## src/rtl/sa_pkg.sv

```systemverilog
package sa_pkg;
  typedef enum logic [1:0] {ST_IDLE, ST_RUN, ST_DONE} sa_state_e;
endpackage

```

## src/rtl/sa_unit_eval.sv

```systemverilog
module sa_unit_eval #(
  parameter int CW      = 8,
  parameter int KW      = 4,
  parameter int FW      = 16,
  parameter int M_CLASS = 4
) (
  input  logic          self_s_i,
  input  logic [KW-1:0] class_ones_i,
  input  logic [KW-1:0] adj_ones_i,
  input  logic [CW-1:0] wa_i,
  input  logic [CW-1:0] wb_i,
  output logic [FW-1:0] push_o
);
  localparam logic signed [FW-1:0] BIAS_K = FW'(2*M_CLASS-1);

  logic [KW-1:0]        others;
  logic signed [FW-1:0] ax, bx, ox, dx, fld;

  assign others = class_ones_i - KW'(self_s_i);
  assign ax  = $signed({{(FW-CW){1'b0}}, wa_i});
  assign bx  = $signed({{(FW-CW){1'b0}}, wb_i});
  assign ox  = $signed({{(FW-KW){1'b0}}, others});
  assign dx  = $signed({{(FW-KW){1'b0}}, adj_ones_i});
  assign fld = bx*BIAS_K - ((bx*ox) <<< 1) - ((ax*dx) <<< 1);

  always_comb begin
    if (fld > 0 && !self_s_i)     push_o = $unsigned(fld);
    else if (fld < 0 && self_s_i) push_o = $unsigned(-fld);
    else                          push_o = '0;
  end
endmodule

```

## src/rtl/sa_pick_max.sv

```systemverilog
module sa_pick_max #(
  parameter int N  = 8,
  parameter int W  = 16,
  parameter int IW = 3
) (
  input  logic [N-1:0][W-1:0] push_i,
  output logic [W-1:0]        max_o,
  output logic [IW-1:0]       idx_o
);
  // strict compare keeps the lowest index on ties
  always_comb begin
    max_o = '0;
    idx_o = '0;
    for (int i = 0; i < N; i++) begin
      if (push_i[i] > max_o) begin
        max_o = push_i[i];
        idx_o = IW'(i);
      end
    end
  end
endmodule

```

## src/rtl/sparealloc_net.sv

```systemverilog
module sparealloc_net
  import sa_pkg::*;
#(
  parameter int M1 = 4,
  parameter int M2 = 4,
  parameter int CW = 8,
  localparam int N  = M1 + M2,
  localparam int KW = $clog2(N+1)
) (
  input  logic               clk_i,
  input  logic               rst_ni,
  input  logic               start_i,
  input  logic [M1*M2-1:0]   flt_i,
  input  logic [CW-1:0]      wa_i,
  input  logic [CW-1:0]      wb_row_i,
  input  logic [CW-1:0]      wb_col_i,
  input  logic [KW-1:0]      spare_row_i,
  input  logic [KW-1:0]      spare_col_i,
  output logic [N-1:0]       sel_o,
  output logic               done_o,
  output logic               feasible_o
);
  localparam int IW       = $clog2(N);
  localparam int FW       = CW + $clog2(N) + 4;
  localparam int STEP_MAX = 2*N - 1;
  localparam int SW       = $clog2(2*N+1);

  sa_state_e            st_q;
  logic [N-1:0]         s_q;
  logic [M1*M2-1:0]     flt_q;
  logic [CW-1:0]        a_q, b1_q, b2_q;
  logic [KW-1:0]        spr_q, spc_q;
  logic                 feas_q;
  logic [SW-1:0]        steps_q;

  logic [KW-1:0]        row_ones, col_ones, row_zeros, col_zeros;
  logic [N-1:0][KW-1:0] adj;
  logic [N-1:0][FW-1:0] push;
  logic [FW-1:0]        max_push;
  logic [IW-1:0]        idx;
  logic                 uncovered;

  always_comb begin
    row_ones  = '0;
    col_ones  = '0;
    uncovered = 1'b0;
    for (int r = 0; r < M1; r++) row_ones = row_ones + KW'(s_q[r]);
    for (int c = 0; c < M2; c++) col_ones = col_ones + KW'(s_q[M1+c]);
    for (int r = 0; r < M1; r++) begin
      adj[r] = '0;
      for (int c = 0; c < M2; c++)
        adj[r] = adj[r] + KW'(flt_q[r*M2+c] & s_q[M1+c]);
    end
    for (int c = 0; c < M2; c++) begin
      adj[M1+c] = '0;
      for (int r = 0; r < M1; r++)
        adj[M1+c] = adj[M1+c] + KW'(flt_q[r*M2+c] & s_q[r]);
    end
    for (int r = 0; r < M1; r++)
      for (int c = 0; c < M2; c++)
        if (flt_q[r*M2+c] && s_q[r] && s_q[M1+c]) uncovered = 1'b1;
  end

  assign row_zeros = KW'(M1) - row_ones;
  assign col_zeros = KW'(M2) - col_ones;

  for (genvar g = 0; g < M1; g++) begin : g_row
    sa_unit_eval #(.CW(CW), .KW(KW), .FW(FW), .M_CLASS(M1)) u_eval (
      .self_s_i    (s_q[g]),
      .class_ones_i(row_ones),
      .adj_ones_i  (adj[g]),
      .wa_i        (a_q),
      .wb_i        (b1_q),
      .push_o      (push[g])
    );
  end

  for (genvar g = 0; g < M2; g++) begin : g_col
    sa_unit_eval #(.CW(CW), .KW(KW), .FW(FW), .M_CLASS(M2)) u_eval (
      .self_s_i    (s_q[M1+g]),
      .class_ones_i(col_ones),
      .adj_ones_i  (adj[M1+g]),
      .wa_i        (a_q),
      .wb_i        (b2_q),
      .push_o      (push[M1+g])
    );
  end

  sa_pick_max #(.N(N), .W(FW), .IW(IW)) u_pick (
    .push_i(push),
    .max_o (max_push),
    .idx_o (idx)
  );

  always_ff @(posedge clk_i or negedge rst_ni) begin
    if (!rst_ni) begin
      st_q    <= ST_IDLE;
      s_q     <= '1;
      flt_q   <= '0;
      a_q     <= '0;
      b1_q    <= '0;
      b2_q    <= '0;
      spr_q   <= '0;
      spc_q   <= '0;
      feas_q  <= 1'b0;
      steps_q <= '0;
    end else begin
      case (st_q)
        ST_RUN: begin
          if (max_push == '0) begin
            st_q   <= ST_DONE;
            feas_q <= (row_zeros <= spr_q) && (col_zeros <= spc_q);
          end else begin
            s_q[idx] <= ~s_q[idx];
            steps_q  <= steps_q + 1'b1;
          end
        end
        default: begin
          if (start_i) begin
            st_q    <= ST_RUN;
            s_q     <= '1;
            flt_q   <= flt_i;
            a_q     <= wa_i;
            b1_q    <= wb_row_i;
            b2_q    <= wb_col_i;
            spr_q   <= spare_row_i;
            spc_q   <= spare_col_i;
            feas_q  <= 1'b0;
            steps_q <= '0;
          end
        end
      endcase
    end
  end

  assign sel_o      = s_q;
  assign done_o     = (st_q == ST_DONE);
  assign feasible_o = feas_q;

  assert_single_flip_R4: assert property (@(posedge clk_i) disable iff (!rst_ni)
    (st_q == ST_RUN && $past(st_q) == ST_RUN) |-> ($countones(s_q ^ $past(s_q)) <= 1));

  assert_hold_stable_R5: assert property (@(posedge clk_i) disable iff (!rst_ni)
    (done_o && $past(done_o)) |-> $stable(sel_o));

  assert_all_covered_R6: assert property (@(posedge clk_i) disable iff (!rst_ni)
    done_o |-> !uncovered);

  assert_step_bound_R8: assert property (@(posedge clk_i) disable iff (!rst_ni)
    steps_q <= SW'(STEP_MAX));

  assert_run_moves_R4: assert property (@(posedge clk_i) disable iff (!rst_ni)
    (st_q == ST_RUN && max_push != '0) |=> (s_q != $past(s_q)));
endmodule

```

## config.mk

```make
export PLATFORM = sky130hd
export DESIGN_NAME = sparealloc_net
export DESIGN_NICKNAME = d
export VERILOG_FILES = /design/src/rtl/sa_pkg.sv /design/src/rtl/sa_unit_eval.sv /design/src/rtl/sa_pick_max.sv /design/src/rtl/sparealloc_net.sv
export SDC_FILE = /design/constraint.sdc
export NUM_CORES = 1
export LEC_CHECK = 0
export BUFFER_PORTS_ARGS = -buffer_cell sky130_fd_sc_hd__buf_2
export CORE_MARGIN = 10
export CORE_UTILIZATION = 44
export CTS_BUF_LIST = sky130_fd_sc_hd__clkbuf_4 sky130_fd_sc_hd__clkbuf_8 sky130_fd_sc_hd__clkbuf_16
export DETAILED_ROUTE_END_ITERATION = 10
export GPL_TIMING_DRIVEN = 0
export PLACE_DENSITY = 0.56
export SYNTH_ARGS = -nofsm -noshare
export SYNTH_HDL_FRONTEND = slang
export SYNTH_SLANG_ARGS = --single-unit
export TNS_END_PERCENT = 30
```

## constraint.sdc

```tcl
create_clock -name clk_i -period 25.5 [get_ports clk_i]
set_clock_uncertainty 0.05 [all_clocks]
set_input_delay 1.275 -clock clk_i [delete_from_list [all_inputs] [get_ports clk_i]]
set_output_delay 1.275 -clock clk_i [all_outputs]
set_load 0.02 [all_outputs]
```

### Word level (Yosys, flattened, before mapping)

Cells that the tools add are included.

| word-level totals | value |
|---|---|
| output and inout port bits | 10 |
| register bits | 59 |
| memory bits (writable) | 0 |
| latch bits | 0 |
| bits in read-only memories | 0 |
| memories kept | 0 |
| input port bits | 51 |
| logic and storage cells | 233 |

| operators by class | value |
|---|---|
| magnitude comparators | 28 |
| multiplexer cells | 45 |
| shift operators | 0 |
| divide/modulo/power cells | 0 |
| bitwise gates (word level) | 34 |
| reduce and logical (&&, ||, !) cells | 31 |
| add/subtract/negate cells | 64 |
| $mul | 18 |
| equal/unequal tests | 4 |

Operators by type and width:

| operator | number |
|---|---|
| $mux 15 | 24 |
| $mul 8x4->12 | 16 |
| $gt 15x1->1 const B | 9 |
| $lt 15x1->1 const B | 8 |
| $neg 15->15 | 8 |
| $sub 15x14->15 | 8 |
| $sub 15x15->15 | 8 |
| $gt 15x15->1 | 7 |
| $add 3x1->4 | 10 |
| $and 1x1->1 | 32 |
| $sub 4x1->4 | 8 |
| $add 2x1->3 | 10 |
| $mux 8 | 3 |
| $mul 8x3->11 const B | 2 |
| $add 1x1->2 | 10 |
| $logic_and 1x1->1 | 18 |
| $logic_not 15->1 | 1 |
| $mux 3 | 4 |
| $mux 2 | 5 |
| $bwmux 8 | 1 |
| $le 4x4->1 | 2 |
| $logic_not 1->1 | 8 |
| $sub 3x4->4 const A | 2 |
| $mux 1 | 6 |
| other kinds (10) | 14 |

### Longest topological paths before layout

Gate-level depths: netlist of the first run.

| depth | value |
|---|---|
| depth after elaboration | 34 |
| gate-level depth with buffers | 118 |
| gate-level depth less buffers | 109 |

### By module

Synthesis of the first run repeated with hierarchy kept, for this count alone.

| second synthesis, totals | value |
|---|---|
| cells, all modules | 4679 |
| area, all modules | 37323.3 um^2 |

Modules (own cells, without submodules):

| module | seq. area each (um^2) | times used | area each (um^2) | cells an instance |
|---|---|---|---|---|
| sa_unit_eval at g_col[0].u_eval ... | 0.0 | 3 | 3684.8 | 473 |
| sa_unit_eval at g_row[2].u_eval ... | 0.0 | 2 | 3656.0 | 464 |
| sa_pick_max | 0.0 | 1 | 4259.1 | 592 |
| sa_unit_eval at g_col[3].u_eval | 0.0 | 1 | 3856.2 | 499 |
| sa_unit_eval at g_row[1].u_eval | 0.0 | 1 | 3729.8 | 478 |
| sa_unit_eval at g_row[0].u_eval | 0.0 | 1 | 3619.7 | 468 |
| sparealloc_net | 1486.4 | 1 | 3492.1 | 295 |

### Least setup slack after synthesis of the first run

OpenSTA, ideal clock, no wires.

| path | value |
|---|---|
| path type | register to register |
| start | register s_q[1] (netlist: sel_o[1]) |
| end | register s_q[3] (netlist: sel_o[3]) |
| arrival time | 21798 ps |
| slack | 3588 ps |
| data required time | 25386 ps |
| path buffers | 9 |
| setup time | 64 ps |
| cell stages (with the launch flop) | 105 |
| clock period less this slack | 21912 ps |
| cells stage by stage | dfstp_2 -> fa_1 -> ha_1 -> ha_1 -> inv_1 -> ha_1 -> xor2_1 -> nand2_1 -> fa_1 -> fa_1 -> inv_1 -> ha_1 -> a21o_1 -> a21oi_1 -> o21bai_1 -> a21oi_1 -> o21bai_1 -> a21oi_1 -> [69 not listed] -> buf_1 -> o21ai_0 -> ha_1 -> a21o_1 -> a21oi_1 -> nor2b_1 -> o21ai_0 -> nand2b_1 -> a21oi_1 -> nor2b_1 -> o21ai_0 -> nand2b_1 -> a211oi_1 -> o311a_1 -> a311oi_1 -> or3_1 -> or3_1 -> nand3_1 |

| between the ends | value |
|---|---|
| word-level cells in the longest chain between the ends | 34 |

RTL lines:

| item | line | source |
|---|---|---|
| start, declared | sparealloc_net.sv:29 | `logic [N-1:0] s_q;` |
| start signal, assigned by index | sparealloc_net.sv:114 | `s_q[idx] <= ~s_q[idx];` |
| $add 1x1->2 | sparealloc_net.sv:47 | `for (int r = 0; r < M1; r++) row_ones = row_ones + KW'(s_q[r]);` |
| $add 2x1->3 | sparealloc_net.sv:47 |  |
| $add 3x1->4 | sparealloc_net.sv:47 |  |
| $sub 4x1->4 | sa_unit_eval.sv:19 | `assign others = class_ones_i - KW'(self_s_i);` |
| $mul 8x4->12 | sa_unit_eval.sv:24 | `assign fld = bx*BIAS_K - ((bx*ox) <<< 1) - ((ax*dx) <<< 1);` |
| $sub 15x15->15 | sa_unit_eval.sv:24 |  |
| $sub 15x14->15 | sa_unit_eval.sv:24 |  |
| $lt 15x1->1 | sa_unit_eval.sv:28 | `else if (fld < 0 && self_s_i) push_o = $unsigned(-fld);` |
| [18 not listed] | n/a |  |
| $mux 3 | sa_pick_max.sv:15 | `if (push_i[i] > max_o) begin` |
| $lt 3x4->1 (not written as such) or $ge 3x1->1 (tied branches) | sparealloc_net.sv:114 |  |
| $logic_and 1x1->1 (not written as such) | sparealloc_net.sv:114 |  |
| $mux 1 (not written as such) | sparealloc_net.sv:114 |  |
| $demux 1 s3 | sparealloc_net.sv:114 |  |
| $bwmux 8 | sparealloc_net.sv:114 |  |
| $mux 8 | sparealloc_net.sv:110 | `if (max_push == '0) begin` |
| $mux 8 | sparealloc_net.sv:108 | `case (st_q)` |

Parallel ways exist; a longest one is shown, timed or not. The select of a mux whose other input is x is not followed.
A chain may end at the register's enable or synchronous reset.

### Worst setup path after layout of the first run

| path | value |
|---|---|
| start | register s_q[7] (netlist: sel_o[7]) |
| end | register s_q[3] (netlist: sel_o[3]) |

| between the ends | value |
|---|---|
| word-level cells in the longest chain between the ends | 31 |

RTL lines:

| item | line | source |
|---|---|---|
| $and 1x1->1 | sparealloc_net.sv:52 | `adj[r] = adj[r] + KW'(flt_q[r*M2+c] & s_q[M1+c]);` |
| $add 3x1->4 | sparealloc_net.sv:52 |  |
| $mul 8x4->12 | sa_unit_eval.sv:24 |  |
| $sub 15x14->15 | sa_unit_eval.sv:24 |  |
| $lt 15x1->1 | sa_unit_eval.sv:28 |  |
| $logic_and 1x1->1 | sa_unit_eval.sv:28 |  |
| $mux 15 | sa_unit_eval.sv:28 |  |
| $mux 15 | sa_unit_eval.sv:27 | `if (fld > 0 && !self_s_i) push_o = $unsigned(fld);` |
| [15 not listed] | n/a |  |
| $mux 3 | sa_pick_max.sv:15 |  |
| $lt 3x4->1 (not written as such) or $ge 3x1->1 (tied branches) | sparealloc_net.sv:114 |  |
| $logic_and 1x1->1 (not written as such) | sparealloc_net.sv:114 |  |
| $mux 1 (not written as such) | sparealloc_net.sv:114 |  |
| $demux 1 s3 | sparealloc_net.sv:114 |  |
| $bwmux 8 | sparealloc_net.sv:114 |  |
| $mux 8 | sparealloc_net.sv:110 |  |
| $mux 8 | sparealloc_net.sv:108 |  |

Parallel ways exist; a longest one is shown, timed or not. The select of a mux whose other input is x is not followed.

==> results of run 1 <==
## cells in the final DEF (no fill, tap or decap), types with 31 or more instances in the layout
cell type  instances
fa_1             242
nor2b_1           80
nand2_1          434
buf_2             68
xor2_1            90
a21oi_1          258
and2_1           242
ha_1             581
dfrtp_1           51
inv_1            593
nor2_1           193
nand2b_1          99
o21ai_0          155
o21bai_1          73
xnor2_1          164
nor3_1            48
a21o_1            79
o21a_1            42
clkbuf_1          70
o22ai_1           31
nand4_1           33
nand3_1           74
## worst max-delay path by stage
stage,cells after the start,startpoint,to
3_5_place_dp,107,sel_o[0],sel_o[3]
6_report,107,sel_o[7],sel_o[3]
4_1_cts,110,sel_o[0],sel_o[3]
5_1_grt,108,sel_o[0],sel_o[3]
2_1_floorplan,104,sel_o[1],sel_o[3]
3_3_place_gp,107,sel_o[0],sel_o[3]
## registers in the layout (all words and copies together) (netlist names)
signal	flops
flt_q	16
a_q	8
b1_q	8
b2_q	8
sel_o	8
spc_q	4
spr_q	4
st_q	2
feasible_o	1
## cells by family (layout without fill, tap and decap cells)
| family | count (synthesis) | in the layout |
|---|---|---|
| and+or+nand+nor | 1347 | 1347 |
| AOI/OAI and AO/OA | 985 | 985 |
| adders and majority gates | 823 | 823 |
| DFF | 59 | 59 |
| muxes | 25 | 25 |
| other | 2 | 9 |
| buffers and inverters | 710 | 790 |
| xor gates and xnor gates | 259 | 259 |
## area by class of cell
type                    instances  area share [%]
multi-input cells            3447            82.3
inverters                     596            6.47
flip-flops and latches         59            4.31
well taps                     959            3.47
plain buffers                 109            1.41
repair buffers                 69            1.07
clock buffers                   9           0.651
clock inverters                 7           0.289
diodes                          1         0.00723
## worst register-to-register path: cells and delay by family (launching register included)
| family | cells | cell delay (ps) |
|---|---|---|
| AO/OA/AOI/OAI | 48 | 9440 |
| buffers and inverters | 14 | 2750 |
| AND/OR/NAND/NOR | 27 | 5150 |
| adder cells (fa/ha/maj) | 15 | 5280 |
| flip-flops | 1 | 710 |
| XOR/XNOR | 1 | 130 |
| multiplexers | 2 | 590 |
## stage by stage
stage          instance area (µm²)  utilization (%)
2_1_floorplan                32500                -
3_3_place_gp                 34000             46.5
3_5_place_dp                 34000             46.5
4_1_cts                      34400             47.1
5_1_grt                      34600             47.4
6_report                     34600             47.4
## timing repair
action,CTS,global route
gates cloned,0,0
resized for setup,29,55
setup buffers,4,5
pin swaps,2,6
endpoints found under the setup margin,11,11
## per-layer routing
metal / vias to the layer above / GRT usage (%)
met1: 14400 / 28.7
met3: 145 / 1.93
li1: 14600 / -
met5: - / 0
met4: 2 / 8.16
met2: 626 / 44.6
==> results.md, run 1 <==
* Drt total wl at 106 mm
* WP buf/inv at 14
* Setup CP Type: reg -> reg
* Adder-cell share of the synthesized area at a little under two fifths
* Die H at about 290 µm
* F_max at between 40 and 50 MHz
* Final setup TNS at 0 ps
* Worst reg2reg path startpoint: sel_o[7]
* Highest routed layer: met5
* CP Data Required Time at around 26000 ps
* CP Capture Type: register
* Hold path cells at 2
* Final hold slack at 436 ps
* Max H-tree Level at 3
* Layout cells sized above 1 at under 10%
* Synth top cells by count: 596 x inv_1, 581 x ha_1, 436 x nand2_1, 259 x a21oi_1
* Critical-path top delay cell: dfstp_2
* Met2 WL at approximately 55 mm
* Dpl hpwl at 90.5 mm
* #FFs+latches synth at 59
* Ys async rst share at 100%
* RD Place Congestion at ~0.94
* Die width at 291 µm
* Max-slew violation count at 0
* Crit path DAT at 24380 ps
* CTS sink count at 59
* Fin crit period at 24150 ps
* Post-synth EDFFs at 0
* # fillers at between 7k and 8k
* XOR/XNOR share of the synthesized area at 7.02%
* R2r endpoint: sel_o[3]
* Register area at 0.00149 mm²
* Worst Setup Start Kind: register
* Worst slew pin tran at between 1000 and 1500 ps
* Initial antenna violation count at 2
* Clock transition at path regs at 80 ps
* Cts-stage hold buffer count at 0
* Via/cell ratio at 5.67
* Mean Syn Cell Area at 7.70 µm²
* Synth unique cells at 115
* IO buf count at 60
* Vias after detailed routing at 29.8k
* Number of global-route vias before repair at 28.6k
* Placed cell count at 5235
* Final worst setup slack at around 1400 ps
* First drt pass iteration count at 5
* Multiplexer area fraction after synthesis at 0.853%
* Setup-failing EPs final at 0
* Post-Syn Instances at 4210
* HP Class: reg -> reg
* Share of the synthesized area in the top cell type at ~22%
* M1 WL at between 40 and 50 mm
* Non-Filler Instances at 5256
* IO Pins at 61
* Multi-input gate area at 0.0285 mm²
* GRT Resource Usage Total at between 20 and 25%
* Synth area leaders: ha_1 22%, fa_1 15%, inv_1 6.9%, nand2_1 5.0%, and2_1 4.7%
* Final hold vios at 0
* Largest net degree at the start of global routing at 60
* Register area share after synthesis at 4.58%
* Clock Path Buffers at 2
* Status: finished, final reports clean
* Synth Area in Compound Gates at 20.7%
* CTS Buf Count at 9
* Initial Utilization at 44.4%
* Synth area leader: ha_1
* Hold Crit Start: spc_q[0]
* Worst hold path endpoint: spc_q[0]
* Tcrit/Tclk final at 94.7%
* Clock Latency Late Sink at between 300 and 400 ps
* Synth Cell Area at 0.0324 mm²
* Area delta synth->final at 6.67%
* Most common cell in the synthesized netlist: inv_1
* Nets at 5165
* CTS root buffer: clkbuf_16
* CP max FO at 11
* CTS tree: yes
* Simple-Gate Fraction of Synth Area at 21.1%
* Crit path top cell by count: ha_1
* Ys Warns at 0
* Die Area at 0.0850 mm²
* Row count at 99
* Slew HR at 10.6%
* Crit-path max cell delay at about 700 ps
* Initial DRC count at 1811
* Routed wl met3 at around 4.0 mm
* Flop2flop setup slack at 1350 ps
* Max cap viols at 0
* Largest family of logic cells by synthesized area: adder cells
* First-pass GRT wire length at 163 mm
* DRC at 0
* Reg2reg path depth at 107
* Wire per inst at 20.2 µm
* Top delay family on crit path: compound AO/OA/AOI/OAI gates
* Remaining antenna violation count at 0
* CORE AREA at 0.0730 mm²
* Grt total ovfl at 0
* Top FF cell, synth: dfrtp_1
* Dpl ws at -2260 ps
Power of run 1 is left out: the tool's default activity adds up to more than one toggle a clock period on the data nets, which glitch-free logic cannot reach.
==> run 2: changes to the inputs <==
Settings changed: PLACE_DENSITY 0.56 to not set, PLACE_DENSITY_LB_ADDON set to 0.2.
==> results.md, run 2 (same netlist as run 1, synthesis figures left out) <==
* Worst slew pin tran at 1450 ps (+122 ps)
* Wire per inst at 19.7 µm (-2.6%)
* Max cap viols at 0 (unchanged)
* Die Area at 0.0850 mm² (unchanged)
* Initial antenna violation count at 2 (unchanged)
* Remaining antenna violation count at 0 (unchanged)
* Worst reg2reg path startpoint: sel_o[0]
* Dpl hpwl at 88.1 mm (-2.7%)
* Setup CP Type: reg -> reg
* Initial DRC count at 1719 (-5.1%)
* Nets at 5167 (+0.039%)
* Largest register FFs at 16 (unchanged)
* Max H-tree Level at 3 (unchanged)
* Slew HR at 3.61% (-7.0 points)
* CP max FO at 10 (-1)
* HP Class: reg -> reg
* Crit path top cell by count: ha_1
* Max-slew violation count at 0 (unchanged)
* Crit-path max cell delay at 720 ps (about the same)
* Tcrit/Tclk final at 94.7% (about the same)
* Row count at 99 (unchanged)
* Clock transition at path regs at 60 ps (-20 ps)
* # fillers at 7413 (-1.6%)
* Drt total wl at 103 mm (-2.6%)
* F_max at 41.4 MHz (about the same)
* Via/cell ratio at 5.68 (+0.29%)
* Die H at 291 µm (unchanged)
* CORE AREA at 0.0730 mm² (unchanged)
* Setup-failing EPs final at 0 (unchanged)
* Critical-path top delay cell: dfstp_4
* Fin crit period at 24150 ps (+2.46 ps)
* WP buf/inv at 13 (-1)
* Final hold slack at 441 ps (+5.04 ps)
* Initial Utilization at 44.4% (unchanged)
* Hold path cells at 2 (unchanged)
* First-pass GRT wire length at 161 mm (-1.3%)
* Grt total ovfl at 0 (unchanged)
* CTS sink count at 59 (unchanged)
* Die width at 291 µm (unchanged)
* Clock Path Buffers at 2 (unchanged)
* Layout cells sized above 1 at 5.52% (-0.14 points)
* Reg2reg path depth at 105 (-1.9%)
* Hold Crit Start: spc_q[0]
* GRT Resource Usage Total at 23.5% (-0.61 points)
* Final hold vios at 0 (unchanged)
* IO buf count at 60 (unchanged)
* R2r endpoint: sel_o[3]
* Top delay family on crit path: compound AO/OA/AOI/OAI gates
* Worst Setup Start Kind: register
* Vias after detailed routing at 29.9k (+0.33%)
* Commonest cells after routing, fill and taps aside: 594 x inv_1, 581 x ha_1, 436 x nand2_1, 258 x a21oi_1
* IO Pins at 61 (unchanged)
* CP Data Required Time at 25720 ps (about the same)
* Area delta synth->final at 6.59% (about the same)
* Number of global-route vias before repair at 28.7k (+0.24%)
* RD Place Congestion at 0.941 (+0.27%)
* Top reg by flops: flt_q
* Clock Latency Late Sink at 340 ps (-30 ps)
* Largest net degree at the start of global routing at 60 (unchanged)
* Flop2flop setup slack at 1350 ps (about the same)
* DRC at 0 (unchanged)
* Crit path DAT at 24370 ps (about the same)
* First drt pass iteration count at 7 (+2)
* Worst hold path endpoint: spc_q[0]
* CP Capture Type: register
* Setup crit start: sel_o[0]
* CTS Buf Count at 9 (unchanged)
* Status: finished, final reports clean
* CTS tree: yes
* CTS root buffer: clkbuf_16
* Final setup TNS at 0 ps (unchanged)
* Commonest non-fill, non-tap cell in the layout: inv_1
-- run 2: cell count changes in the layout (fill, tap and decap cells not counted), sizes merged --
cell | previous run | this run
clkinv | 4 | 2
inv | 597 | 596
diode | 1 | 2
clkbuf | 95 | 99
-- run 2: final cells by class --
cell class                 count  area, µm²  area share [%]
inverter                     596       2240            6.47
clock buffer                  11        253           0.731
buffer                       110        490            1.42
sequential                    59       1490            4.31
antenna                        2       5.00          0.0145
multi-input combinational   3447      28400            82.3
tap                          959       1200            3.47
timing repair buffer          70        375            1.09
clock inverter                 4       73.8           0.214
-- run 2: layer usage --
metal / vias to the layer above / part of all wire [%] / wire (µm) / GRT usage, %
met5: - / 0 / 0 / 0
met4: 0 / 5.4 / 5550 / 10.8
met3: 163 / 4.5 / 4650 / 2.16
met2: 726 / 48 / 49600 / 40.6
met1: 14400 / 42 / 43600 / 29.1
li1: 14600 / - / - / -
-- run 2: worst register-to-register path: cells and delay by family (launching register included) --
family          cells  cell delay (ps)
compound gates     47             9280
xor+xnor            2              460
fa+ha+maj          16             5730
buf+inv            13             2780
flops               1              720
mux                 1              220
simple gates       26             4800
-- run 2: how the worst max path moves through the flow --
stage | end | slack [ps] | cells past startpoint
2_1_floorplan | sel_o[3] | 3590 | 104
3_3_place_gp | sel_o[2] | -2690 | 109
3_5_place_dp | sel_o[2] | -2720 | 109
4_1_cts | sel_o[2] | 50 | 108
5_1_grt | sel_o[2] | -50 | 111
6_report | sel_o[3] | 1350 | 105
-- run 2: repair_timing --
action                                  in CTS  in global routing
resized for setup                           30                 43
buffers inserted                             3                  6
gates cloned                                 0                  0
endpoints found under the setup margin      11                 11
hold buffers                                 0                  0
pin swaps                                    2                  3
-- run 2: per-stage QoR --
step                worst slack (ps)  utilization, %  std cells  instance area, µm²
floorplan                       3590               -       4216               32500
global placement               -2690            46.5       5235               34000
detailed placement             -2720            46.5       5235               34000
CTS                             48.9            47.1       5252               34400
global route                   -51.4            47.4       5256               34600
finish                          1350            47.4       5258               34600
Power of run 2 is left out for the same reason.
